--- config.mk ---
export PLATFORM = sky130hd
export DESIGN_NAME = tx_wm_ctrl
export DESIGN_NICKNAME = d
export VERILOG_FILES = /design/src/rtl/tx_wm_pkg.sv /design/src/rtl/tx_wm_fifo.sv /design/src/rtl/tx_wm_track.sv /design/src/rtl/tx_wm_flag.sv /design/src/rtl/tx_wm_ctrl.sv
export SDC_FILE = /design/constraint.sdc
export NUM_CORES = 1
export LEC_CHECK = 0
export BUFFER_PORTS_ARGS = -buffer_cell sky130_fd_sc_hd__buf_2
export CAP_MARGIN = 10
export CORE_MARGIN = 4
export CORE_UTILIZATION = 59
export CTS_CLUSTER_SIZE = 14
export DETAILED_ROUTE_END_ITERATION = 16
export PLACE_DENSITY = 0.79
export SLEW_MARGIN = 25
export SYNTH_ARGS = -nofsm -noshare
export SYNTH_HDL_FRONTEND = slang
export SYNTH_SLANG_ARGS = --single-unit
--- constraint.sdc ---
create_clock -name clk -period 5.85 [get_ports clk]
set_input_delay 0.585 -clock clk [delete_from_list [all_inputs] [get_ports clk]]
set_output_delay 0.585 -clock clk [all_outputs]
set_load 0.02 [all_outputs]
--- src/rtl/tx_wm_pkg.sv ---
package tx_wm_pkg;
  localparam int WORD_BYTES = 4;
endpackage

--- src/rtl/tx_wm_fifo.sv ---
module tx_wm_fifo #(
  parameter int DW    = 32,
  parameter int DEPTH = 16
) (
  input  logic                       clk,
  input  logic                       rst,
  input  logic                       flush,
  input  logic                       push,
  input  logic [DW-1:0]              wdata,
  input  logic                       pop,
  output logic [DW-1:0]              rdata,
  output logic [$clog2(DEPTH+1)-1:0] fill
);
  localparam int PW = $clog2(DEPTH);
  localparam int CW = $clog2(DEPTH+1);

  logic [DW-1:0] mem [DEPTH];
  logic [PW-1:0] wptr, rptr;
  logic          do_push, do_pop;

  assign do_push = push && (fill != CW'(DEPTH));
  assign do_pop  = pop && (fill != '0);

  always_ff @(posedge clk) begin
    if (do_push) mem[wptr] <= wdata;
    if (do_pop)  rdata     <= mem[rptr];
  end

  always_ff @(posedge clk) begin
    if (rst || flush) begin
      wptr <= '0;
      rptr <= '0;
      fill <= '0;
    end else begin
      if (do_push) wptr <= wptr + 1'b1;
      if (do_pop)  rptr <= rptr + 1'b1;
      case ({do_push, do_pop})
        2'b10:   fill <= fill + 1'b1;
        2'b01:   fill <= fill - 1'b1;
        default: fill <= fill;
      endcase
    end
  end
endmodule

--- src/rtl/tx_wm_track.sv ---
module tx_wm_track
  import tx_wm_pkg::*;
#(
  parameter int AW    = 32,
  parameter int CNT_W = 16,
  parameter int BLK_W = 12
) (
  input  logic             clk,
  input  logic             rst,
  input  logic             clr,
  input  logic             load,
  input  logic [AW-1:0]    load_addr,
  input  logic [CNT_W-1:0] load_cnt,
  input  logic [BLK_W-1:0] blk_bytes,
  input  logic             word_in,
  output logic [AW-1:0]    cur_addr,
  output logic [AW-1:0]    blk_start,
  output logic [CNT_W-1:0] remaining
);
  logic [BLK_W-1:0] blk_off;
  logic [BLK_W-1:0] off_next;

  assign off_next = blk_off + BLK_W'(WORD_BYTES);

  always_ff @(posedge clk) begin
    if (rst || clr) begin
      cur_addr  <= '0;
      blk_start <= '0;
      remaining <= '0;
      blk_off   <= '0;
    end else if (load) begin
      cur_addr  <= load_addr;
      blk_start <= load_addr;
      remaining <= load_cnt;
      blk_off   <= '0;
    end else if (word_in) begin
      cur_addr  <= cur_addr + AW'(WORD_BYTES);
      remaining <= remaining - CNT_W'(WORD_BYTES);
      if (off_next == blk_bytes) begin
        blk_off   <= '0;
        blk_start <= cur_addr + AW'(WORD_BYTES);
      end else begin
        blk_off <= off_next;
      end
    end
  end
endmodule

--- src/rtl/tx_wm_flag.sv ---
module tx_wm_flag (
  input  logic clk,
  input  logic rst,
  input  logic flush,
  input  logic cond,
  input  logic clr,
  input  logic int_en,
  output logic req,
  output logic stat,
  output logic irq
);
  logic rise, stat_n;

  assign rise   = cond && !req;
  assign stat_n = rise || ((cond || stat) && !clr);

  always_ff @(posedge clk) begin
    if (rst || flush) begin
      req  <= 1'b0;
      stat <= 1'b0;
      irq  <= 1'b0;
    end else begin
      req  <= cond;
      stat <= stat_n;
      irq  <= stat_n && int_en;
    end
  end
endmodule

--- src/rtl/tx_wm_ctrl.sv ---
module tx_wm_ctrl
  import tx_wm_pkg::*;
#(
  parameter int DW    = 32,
  parameter int AW    = 32,
  parameter int DEPTH = 16,
  parameter int CNT_W = 16,
  parameter int BLK_W = 12
) (
  input  logic                       clk,
  input  logic                       rst,
  input  logic                       soft_rst,
  input  logic                       start,
  input  logic                       cfg_idma_en,
  input  logic                       cfg_multi,
  input  logic                       cfg_auto_stop,
  input  logic [$clog2(DEPTH+1)-1:0] cfg_wml,
  input  logic [CNT_W-1:0]           cfg_byte_cnt,
  input  logic [BLK_W-1:0]           cfg_blk_bytes,
  input  logic [AW-1:0]              cfg_sys_addr,
  input  logic                       bwr_int_en,
  input  logic                       bwr_clr,
  input  logic                       sys_wr_valid,
  input  logic [DW-1:0]              sys_wr_data,
  output logic                       dma_req,
  output logic                       bwr_stat,
  output logic                       bwr_irq,
  output logic                       mst_req,
  output logic [AW-1:0]              mst_addr,
  input  logic                       mst_ack,
  input  logic [DW-1:0]              mst_rdata,
  input  logic                       card_pop,
  output logic [DW-1:0]              card_data,
  output logic                       card_avail,
  input  logic                       xfer_err,
  output logic                       xfer_done,
  output logic                       auto_stop,
  output logic                       abort_flag,
  output logic [AW-1:0]              abort_addr
);
  localparam int CW = $clog2(DEPTH+1);

  logic             active_q;
  logic [CW-1:0]    fill;
  logic [CW-1:0]    free_words;
  logic [AW-1:0]    blk_start;
  logic [CNT_W-1:0] remaining;
  logic             full, have_bytes;
  logic             start_acc, push_ext, fetch_acc, word_in, err_hit, last_word;
  logic             wm_cond;
  logic [DW-1:0]    word_data;

  assign full       = (fill == CW'(DEPTH));
  assign have_bytes = (remaining != '0);
  assign free_words = CW'(DEPTH) - fill;
  assign start_acc  = start && !active_q && !soft_rst;
  assign push_ext   = sys_wr_valid && active_q && !cfg_idma_en && !full && have_bytes;
  assign mst_req    = active_q && cfg_idma_en && !full && have_bytes;
  assign fetch_acc  = mst_req && mst_ack;
  assign word_in    = push_ext || fetch_acc;
  assign word_data  = cfg_idma_en ? mst_rdata : sys_wr_data;
  assign err_hit    = xfer_err && active_q;
  assign last_word  = word_in && (remaining == CNT_W'(WORD_BYTES));
  assign wm_cond    = active_q && !cfg_idma_en && (free_words > cfg_wml);
  assign card_avail = (fill != '0);

  tx_wm_fifo #(.DW(DW), .DEPTH(DEPTH)) u_fifo (
    .clk   (clk),
    .rst   (rst),
    .flush (soft_rst || err_hit || start_acc),
    .push  (word_in && !err_hit),
    .wdata (word_data),
    .pop   (card_pop),
    .rdata (card_data),
    .fill  (fill)
  );

  tx_wm_track #(.AW(AW), .CNT_W(CNT_W), .BLK_W(BLK_W)) u_track (
    .clk       (clk),
    .rst       (rst),
    .clr       (soft_rst),
    .load      (start_acc),
    .load_addr (cfg_sys_addr),
    .load_cnt  (cfg_byte_cnt),
    .blk_bytes (cfg_blk_bytes),
    .word_in   (word_in),
    .cur_addr  (mst_addr),
    .blk_start (blk_start),
    .remaining (remaining)
  );

  tx_wm_flag u_flag (
    .clk    (clk),
    .rst    (rst),
    .flush  (soft_rst || start_acc),
    .cond   (wm_cond),
    .clr    (bwr_clr),
    .int_en (bwr_int_en),
    .req    (dma_req),
    .stat   (bwr_stat),
    .irq    (bwr_irq)
  );

  always_ff @(posedge clk) begin
    if (rst || soft_rst) begin
      active_q   <= 1'b0;
      xfer_done  <= 1'b0;
      auto_stop  <= 1'b0;
      abort_flag <= 1'b0;
      abort_addr <= '0;
    end else begin
      xfer_done <= 1'b0;
      auto_stop <= 1'b0;
      if (start_acc) begin
        active_q   <= 1'b1;
        abort_flag <= 1'b0;
      end else if (err_hit) begin
        active_q   <= 1'b0;
        abort_flag <= 1'b1;
        abort_addr <= blk_start;
      end else if (last_word) begin
        active_q  <= 1'b0;
        xfer_done <= 1'b1;
        auto_stop <= cfg_multi && cfg_auto_stop;
      end
    end
  end
endmodule

### After elaboration in Yosys (flattened, before gate mapping)

Memories as Yosys holds them, arrays and structs flattened. A register that Yosys moved wholly into a read port is not among the register bits.
Index checks and enable logic that the tools add are counted.

* add/subtract/negate cells: 8
* order comparisons: 1
* equality and inequality tests: 6
* mux-type cells: 16
* bitwise gates (word level): 2
* reduce and logical (&&, ||, !) cells: 48

Operators by type and width (count)
* 32-bit two-way mux: 6
* 32-bit by 3-bit adder with 32-bit output, second input constant: 1
* 16-bit two-way mux: 2
* 1-bit logical AND: 21
* 16-bit by 3-bit == test with 1-bit output, second input constant: 1
* 16-bit nonzero test: 1
* 16-bit by 3-bit subtractor with 16-bit output, second input constant: 1
* 12-bit by 3-bit adder with 12-bit output, second input constant: 1
* 12-bit == test: 1
* 12-bit two-way mux: 1
* 5-bit one-hot mux with 2 select lines: 1
* 1-bit logical OR: 9
* 4-bit by 1-bit adder with 4-bit output, second input constant: 2
* 1-bit zero test: 7
* 1-bit two-way mux: 6
* 2-bit nonzero test: 3
* 5-bit by 1-bit adder with 5-bit output, second input constant: 1
* 5-bit == test, second input constant: 1
* 5-bit greater-than comparator: 1
* 5-bit inequality test, second input constant: 1
* 5-bit nonzero test: 1
* 5-bit by 1-bit subtractor with 5-bit output, second input constant: 1
* 5-bit subtractor, first input constant: 1
* 2-bit AND reduction: 2
* other kinds (7): 8

* bits in registers: 144
* bits in writable memories: 512
* input bits: 142
* logic and storage cells: 97
* memories: 1

Memory list
* u_fifo.mem: depth 16, bits a word 32, read ports 1, clocked after Yosys merged registers in 1, wr ports 1, RTL line tx_wm_fifo.sv:17 `logic [DW-1:0] mem [DEPTH];`

### Depth between registers and ports, before layout

Gate-level depths: netlist of the first run.

* word-level depth: 10
* gate-level depth with buffers: 20
* depth with buffers taken out: 18

### Modules after synthesis

Synthesis of the first run repeated with hierarchy kept, for this count alone.

* cell total of the unflattened synthesis: 1836
* area total of the unflattened synthesis: 27960.6 um^2

By module, submodules not included
* tx_wm_fifo: instances 1, cells each 925, area each 20927.6 um^2
* tx_wm_track: instances 1, cells each 659, area each 4941.0 um^2
* tx_wm_ctrl: instances 1, cells each 243, area each 1981.9 um^2
* tx_wm_flag: instances 1, cells each 9, area each 110.1 um^2

### Worst setup path before layout of the first run

No wires, ideal clock.

* path type: register to register
* start point: reg u_fifo.fill[1]
* end point: mem u_fifo.mem[3][0] (enable)
* arrival time: 4449 ps
* required time: 5389 ps
* setup slack: 940 ps
* cell stages (with the launch flop): 12
* buffers on the path: 1
* cells stage by stage: dfxtp_1 -> clkbuf_1 -> inv_1 -> ha_1 -> nor3b_1 -> ha_1 -> or2b_2 -> nor2_1 -> o31ai_4 -> nor2_1 -> nand2_1 -> nor3_1

* word-level cells in the longest chain between the ends: 10

RTL lines
* start, declared: RTL line tx_wm_fifo.sv:12 `output logic [$clog2(DEPTH+1)-1:0] fill`
* start signal, assigned: RTL line tx_wm_fifo.sv:38 `2'b10: fill <= fill + 1'b1;`
* start signal, assigned: RTL line tx_wm_fifo.sv:39 `2'b01: fill <= fill - 1'b1;`
* start signal, assigned: RTL line tx_wm_fifo.sv:40 `default: fill <= fill;`
* 5-bit == test: RTL line tx_wm_ctrl.sv:53 `assign full = (fill == CW'(DEPTH));`
* 1-bit zero test: RTL line tx_wm_ctrl.sv:57, tx_wm_ctrl.sv:58
* 1-bit logical AND (2 in a row): RTL line tx_wm_ctrl.sv:58 `assign mst_req = active_q && cfg_idma_en && !full && have_bytes;`
* 1-bit logical AND: RTL line tx_wm_ctrl.sv:59 `assign fetch_acc = mst_req && mst_ack;`
* 1-bit logical OR: RTL line tx_wm_ctrl.sv:60 `assign word_in = push_ext || fetch_acc;`
* 1-bit logical AND: RTL line tx_wm_ctrl.sv:71 `.push (word_in && !err_hit),`
* 1-bit logical AND (*): RTL line tx_wm_fifo.sv:21 `assign do_push = push && (fill != CW'(DEPTH));`
* 1-bit two-way mux (*): RTL line tx_wm_fifo.sv:25 `if (do_push) mem[wptr] <= wdata;`
* 1-bit two-way mux (implied by the code) (*): RTL line tx_wm_fifo.sv:25
* end, declared: RTL line tx_wm_fifo.sv:17

Every way passes the cells marked *; elsewhere a longest branch is shown, timed or not.

### Final worst setup path of the first run

* start point: reg u_fifo.fill[1]
* end point: mem u_fifo.mem[2][21] (enable)

Same word-level chain as after synthesis.

==> results of run 1 <==
[routing by layer]
| layer | vias to the layer above | global-route usage |
|---|---|---|
| met3 | 101 | 0.0454 |
| li1 | 7046 | - |
| met2 | 1013 | 0.448 |
| met4 | 2 | 0.0735 |
| met1 | 8335 | 0.380 |
| met5 | - | 0 |
[sequential cells by signal, summed over array words and instances, names as in the netlist, 4 cells and up]
| register | cells |
|---|---|
| abort_addr | 32 |
| u_fifo.fill | 5 |
| u_fifo.mem | 512 |
| u_fifo.rdata | 32 |
| u_fifo.rptr | 4 |
| u_fifo.wptr | 4 |
| u_track.blk_off | 10 |
| u_track.blk_start | 32 |
| u_track.cur_addr | 32 |
| u_track.remaining | 16 |
[stage by stage]
step	power, uW	area [sq um]	hold WS [ns]	std cells	util
global route	10400	32200	0.202	2594	0.693
global placement	5750	29700	0.436	2462	0.639
finish	10100	32200	0.198	2594	0.693
floorplan	5620	27700	0.425	1681	-
CTS	10200	32200	0.175	2594	0.692
detailed placement	5760	29900	0.444	2470	0.643
[power groups by stage]
stage	Combinational (uW)	Clock (uW)	Sequential, uW
3_5_place_dp	339	0	5420
3_3_place_gp	324	0	5420
5_1_grt	374	4730	5320
2_1_floorplan	191	0	5430
4_1_cts	342	4500	5320
6_report	346	4460	5320
[path summary, 6_finish.rpt]
check	cells after the start	start	to
max	12	u_fifo.fill[1]	u_fifo.mem[2][21]
min reg2reg	2	u_track.blk_start[17]	abort_addr[17]
min	2	bwr_clr	u_flag.stat
max reg2reg	12	u_fifo.fill[1]	u_fifo.mem[2][21]
[cell families after synthesis]
family	after synthesis	share of synthesized area
simple gates	371	0.0631
compound gates	203	0.0463
xor+xnor	65	0.0205
mux	211	0.150
fa+ha+maj	22	0.00993
flops	686	0.692
buf+inv	123	0.0184
[synth_stat cells, types with 3 or more instances]
cell type,count,area [sq um]
a211o_1,4,35.0
a211oi_1,8,60.1
a21boi_0,6,45.0
a21oi_1,88,440
a21oi_2,3,26.3
a22o_1,3,26.3
a2bb2oi_1,7,61.3
a31oi_1,7,43.8
and2_1,5,31.3
and3_1,8,50.1
buf_1,17,63.8
buf_2,6,30.0
buf_6,5,56.3
clkbuf_1,68,255
dfxtp_1,142,2840
edfxtp_1,544,16300
ha_1,22,275
inv_1,26,97.6
mux2_2,32,360
mux2i_1,19,190
mux4_2,160,3600
nand2_1,145,544
nand2b_1,13,81.3
nand3_1,38,190
nand4_1,17,106
nor2_1,89,334
nor2b_1,4,25.0
nor3_1,14,70.1
nor4_1,9,56.3
o21a_1,9,67.6
o21ai_0,38,190
o221ai_1,4,35.0
o22a_1,4,35.0
or3_1,7,43.8
xnor2_1,34,298
xor2_1,31,272
[final cells by class]
| class | instances | area [sq um] | area share |
|---|---|---|---|
| tap | 607 | 759 | 0.0236 |
| sequential | 686 | 19200 | 0.596 |
| timing repair buffer | 279 | 1660 | 0.0515 |
| clock inverter | 37 | 388 | 0.0121 |
| inverter | 26 | 97.6 | 0.00303 |
| multi-input combinational | 872 | 8180 | 0.254 |
| clock buffer | 87 | 1900 | 0.0591 |
[worst register-to-register path, delay by kind of cell, from the launching register on]
family | cells | cell delay (ns)
AO/OA/AOI/OAI | 1 | 0.10
AND/OR/NAND/NOR | 6 | 2.18
adder cells (fa/ha/maj) | 2 | 0.41
buffers and inverters | 3 | 0.85
flip-flops | 1 | 0.49
==> results.py, run 1 <==
metrics = {
    "routing": {
        "dr.pass1.iters": 5,
        "wl_met2_um": 34400,
        "drtIter0Drc": 1823,
        "routedWlPerCell_um": 26.2,
        "met1_length_um": 25700,
        "wl_met3_um": 6300,
        "top_layer": "met5",
        "drtAntennaViolNets": 0,
        "via_per_inst": 6.36,
        "vias": 16497,
        "routed_wl_um": 67900,
        "drc": 0,
    },
    "clock_tree": {
        "cts_setup_buffers": 0,
        "numCtsBuffers": 69,
        "cts_sinks": 686,
        "cts_resized": 0,
        "clock_path_buffers": 3,
        "tritoncts": "built",
        "root_buffer": "clkbuf_16",
        "htree_levels": 3,
        "hold_buffers": 0,
        "clock_latency_ns": 0.59,
        "clkTransAtPathRegs_ns": 0.06,
    },
    "power": {
        "ir_drop_uv": 230,
        "p_leak_uw": 0.0106,
        "power_density_nw_per_um2": 315,
        "internal_power_uw": 8040,
        "clkPwrFrac": 0.440,
        "switching_share": 0.206,
        "p_seq_frac": 0.525,
        "net-switching-power_uw": 2090,
        "p_comb_frac": 0.034,
    },
    "setup_path": {
        "path_cells": "inv_1 -> ha_1 -> nor3b_1 -> ha_1 -> or2b_2 -> nor2_1 -> o31ai_4 -> buf_4 -> nor2_1 -> nand2_1 -> nor3_2 -> buf_4",
        "cp_num_buf_inv": 3,
        "worst_path_max_delay_cell": "nor3_2",
        "cp_top_family": "simple AND/OR/NAND/NOR gates",
        "cp_max_fo": 26,
        "critPathCaptureType": "register",
        "rrSetupSlack_ns": 1.45,
        "path_class": "register to register",
        "cp.required_ns": 6.07,
        "cp_slowest_stage_delay_ns": 0.73,
        "critPathArrivalTime_ns": 4.61,
        "cp-start-kind": "register",
    },
    "yosys": {
        "synth_flop_cell": "edfxtp_1",
        "syn-cell-area_sq_um": 27700,
        "synth_cell_types": 69,
        "avgSynthCellArea_sq_um": 16.5,
        "yosys_warnings": 0,
        "synthCells": 1681,
        "syn-num-nets": 1845,
        "ys_async_sr_fraction": 0,
        "ys_ff_latch": 686,
        "synth_enable_flop_cells": 544,
        "seq_area_frac_synth": 0.692,
    },
    "timing": {
        "finalSetupTns_ns": 0,
        "tightestPinTransition_ns": 1.00,
        "setup_viol": 0,
        "layout_setup_ws_ns": 1.45,
        "finalCriticalPeriod_ns": 4.40,
        "hold_violations": 0,
        "rsz0062_at_grt": "false",
        "relSlewSlack": 0.333,
        "maxSlewViolCount": 0,
        "fmax_mhz": 227,
        "fin_crit_sh": 0.752,
        "skew_ns": 0.0226,
    },
    "final_layout": {
        "layout-drive-gt1-share": 0.309,
        "layout_common_cells": "edfxtp_1 (544), buf_2 (245), mux4_2 (160)",
        "synthToLayoutAreaGrowth_pct": 16.1,
        "fillers": 2915,
        "num_antenna_cells": 0,
        "layout_commonest_cell": "edfxtp_1",
        "fin_nets": 2098,
    },
    "floorplanning": {
        "die_area_sq_um": 50500,
        "num_rows": 79,
        "die_x_um": 225,
        "ios": 246,
        "start_util": 0.597,
        "dieHeight_um": 225,
        "core_area_sq_um": 46500,
    },
    "global_routing": {
        "grt_pass1_vias": 16675,
        "gr-total-overflow": 0,
        "grtUsageTotal": 0.270,
        "antenna_found_initial": 1,
        "grt_max_degree": 76,
        "grt_pass1_wl_um": 103000,
    },
    "worst_hold_path": {
        "hp-class": "input pin to register",
    },
    "flow_run": {
        "maxCapViolCount": 0,
    },
    "place": {
        "gp_congestion": 0.864,
        "pre_cts_ws_ns": 1.50,
        "port_buffers": 245,
        "dp.final_hpwl_um": 40700,
    },
    "outcome": {
        "status": "complete, no violations",
    },
}
Power figures use the tool's default switching activity.
==> run 2, diff against run 1 <==
CORE_UTILIZATION = 54   (was 59)
PLACE_DENSITY = 0.76   (was 0.79)
clock period = 3.65 ns   (was 5.85 ns; I/O delays follow)
==> run 2 against run 1 <==
  * Utilization fell by 5.3 points
  * Register-to-register slack got worse by 1.2 ns
  * Non-clock buffer count rose by 25
  * Critical path depth rose by 2
  * Worst setup slack got worse by 1.2 ns
  * Count of clock-buffer cells in the layout rose by 7
  * Global-route usage fell by 2.7 points
  * Power rose by 54%
  * Routed wire length fell by 2.7%
  * First-iteration DRC count fell by 8.3%
  * Sequential share of layout area fell by 0.21 points
  * Design area rose by 0.35%
  * Critical path type unchanged
==> results.py, run 2 (synthesized netlist as in run 1, its figures left out) <==
metrics = {
    "final_layout": {
        "largest-register": "u_fifo.mem",
        "layout_commonest_cell": "edfxtp_1",
        "largest_register_ffs": 512,
        "fin_nets": 2123,
        "seqCellArea_sq_um": 19200,
        "fillers": 3501,
        "multi_input_area_sq_um": 8200,
        "layout_common_cells": "edfxtp_1 (544), buf_2 (245), mux4_2 (160)",
        "layout-drive-gt1-share": 0.312,
        "final_util": 0.640,
        "synthToLayoutAreaGrowth_pct": 16.5,
    },
    "setup_path": {
        "cp.required_ns": 4.18,
        "critPathArrivalTime_ns": 3.91,
        "critPathCaptureType": "register",
        "cp_top_family": "simple AND/OR/NAND/NOR gates",
        "path_class": "register to register",
        "cp_max_fo": 5,
        "path_cells": "or4_4 -> or4_4 -> o31ai_4 -> nor2_2 -> inv_1 -> ha_1 -> xor2_1 -> ha_2 -> o21ai_2 -> a21oi_1 -> a21oi_1 -> xor2_1 -> or3_1 -> a21oi_1",
        "cp_slowest_stage_delay_ns": 0.57,
        "worst_path_max_delay_cell": "or4_4",
        "cp-start-kind": "register",
        "worst_path_most_repeated_cell": "a21oi_1",
        "cp_num_buf_inv": 1,
    },
    "clock_tree": {
        "clock_path_buffers": 3,
        "htree_levels": 3,
        "clock_latency_ns": 0.62,
        "cts_sinks": 686,
        "numCtsBuffers": 69,
        "cts_setup_buffers": 0,
        "root_buffer": "clkbuf_16",
        "clkTransAtPathRegs_ns": 0.06,
        "tritoncts": "built",
    },
    "power": {
        "net-switching-power_uw": 3300,
        "p_comb_frac": 0.035,
        "p_seq_frac": 0.546,
        "clkPwrFrac": 0.420,
        "ir_drop_uv": 363,
        "p_leak_uw": 0.0106,
        "internal_power_uw": 12300,
        "power_density_nw_per_um2": 484,
        "switching_share": 0.211,
    },
    "routing": {
        "vias": 16265,
        "drtIter0Drc": 1671,
        "drc": 0,
        "drtAntennaViolNets": 0,
        "dr.pass1.iters": 9,
        "routed_wl_um": 66000,
        "via_per_inst": 6.06,
        "routedWlPerCell_um": 24.6,
    },
    "place": {
        "dp.final_hpwl_um": 38600,
        "pre_cts_ws_ns": 0.152,
        "port_buffers": 245,
        "gp_congestion": 0.900,
    },
    "floorplanning": {
        "num_rows": 82,
        "start_util": 0.549,
        "die_x_um": 235,
        "ios": 246,
        "core_area_sq_um": 50500,
        "die_area_sq_um": 55000,
        "dieHeight_um": 235,
    },
    "global_routing": {
        "grt_pass1_vias": 16690,
        "grt_pass1_wl_um": 101000,
        "grt_max_degree": 76,
        "grtUsageTotal": 0.243,
        "antenna_found_initial": 2,
        "gr-total-overflow": 0,
    },
    "timing": {
        "fmax_mhz": 296,
        "finalCriticalPeriod_ns": 3.38,
        "skew_ns": 0.0189,
        "rsz0062_at_grt": "false",
        "fin_crit_sh": 0.927,
        "layout_setup_ws_ns": 0.266,
        "setup_viol": 0,
        "tightestPinTransition_ns": 0.950,
        "maxSlewViolCount": 0,
        "hold_violations": 0,
        "relSlewSlack": 0.366,
    },
    "flow_run": {
        "maxCapViolCount": 0,
    },
    "outcome": {
        "status": "complete, no violations",
    },
    "worst_hold_path": {
        "hp-class": "input pin to register",
    },
}
run 2: worst reg2reg max path, cell delays in order, from the launching register on:
cell and delay, ns:
dfxtp_1 0.35, or4_4 0.57, or4_4 0.47, o31ai_4 0.29, nor2_2 0.06, inv_1 0.08, ha_1 0.18, xor2_1 0.16
ha_2 0.22, o21ai_2 0.06, a21oi_1 0.19, a21oi_1 0.11, xor2_1 0.15, or3_1 0.30, a21oi_1 0.13
run 2: path summary, 6_finish.rpt:
path                              start               endpoint  slack [ns]  depth (start not counted)
setup / recovery   u_track.remaining[8]         u_fifo.fill[4]        0.27                         14
hold / removal          cfg_byte_cnt[0]   u_track.remaining[0]        0.04                          3
setup reg to reg   u_track.remaining[8]         u_fifo.fill[4]        0.27                         14
hold reg to reg   u_track.blk_start[14]  u_track.blk_start[14]        0.45                          2
run 2: layout make-up:
| class | instances | area share |
|---|---|---|
| sequential | 686 | 0.594 |
| multi-input combinational | 872 | 0.254 |
| timing repair buffer | 304 | 0.0581 |
| clock buffer | 94 | 0.0581 |
| tap | 672 | 0.0260 |
| clock inverter | 30 | 0.00639 |
| inverter | 26 | 0.00302 |
| antenna | 1 | 0.0000775 |
run 2: timing repair:
item / 4_1_cts / 5_1_grt
hold buffers: 8 / 0
setup endpoints to repair: 0 / 1
hold endpoints to repair: 7 / 0
gates resized for setup: 0 / 6
run 2: power by group through the flow:
stage                     logic, uW  clock network (uW)  registers (uW)
after global routing            592                7020            8530
after global placement          506                   0            8690
after detailed placement        527                   0            8690
after floorplan                 306                   0            8700
after CTS                       539                6670            8530
final                           543                6560            8530
run 2: metrics by stage:
stage | power (uW) | setup TNS (ns) | cells | area [sq um] | hold WS, ns
finish | 15600 | 0 | 2685 | 32300 | 0.0385
global route | 16100 | 0 | 2685 | 32300 | 0.0335
CTS | 15700 | 0 | 2684 | 32300 | 0.00787
detailed placement | 9220 | 0 | 2552 | 30100 | 0.442
global placement | 9200 | 0 | 2552 | 30100 | 0.438
floorplan | 9000 | -45.06 | 1681 | 27800 | 0.425
run 2: routing by layer:
metal | track usage | part of all wire
met1 | 0.329 | 0.39
met2 | 0.411 | 0.51
met3 | 0.0460 | 0.076
met4 | 0.0688 | 0.025
met5 | 0 | 0.00020
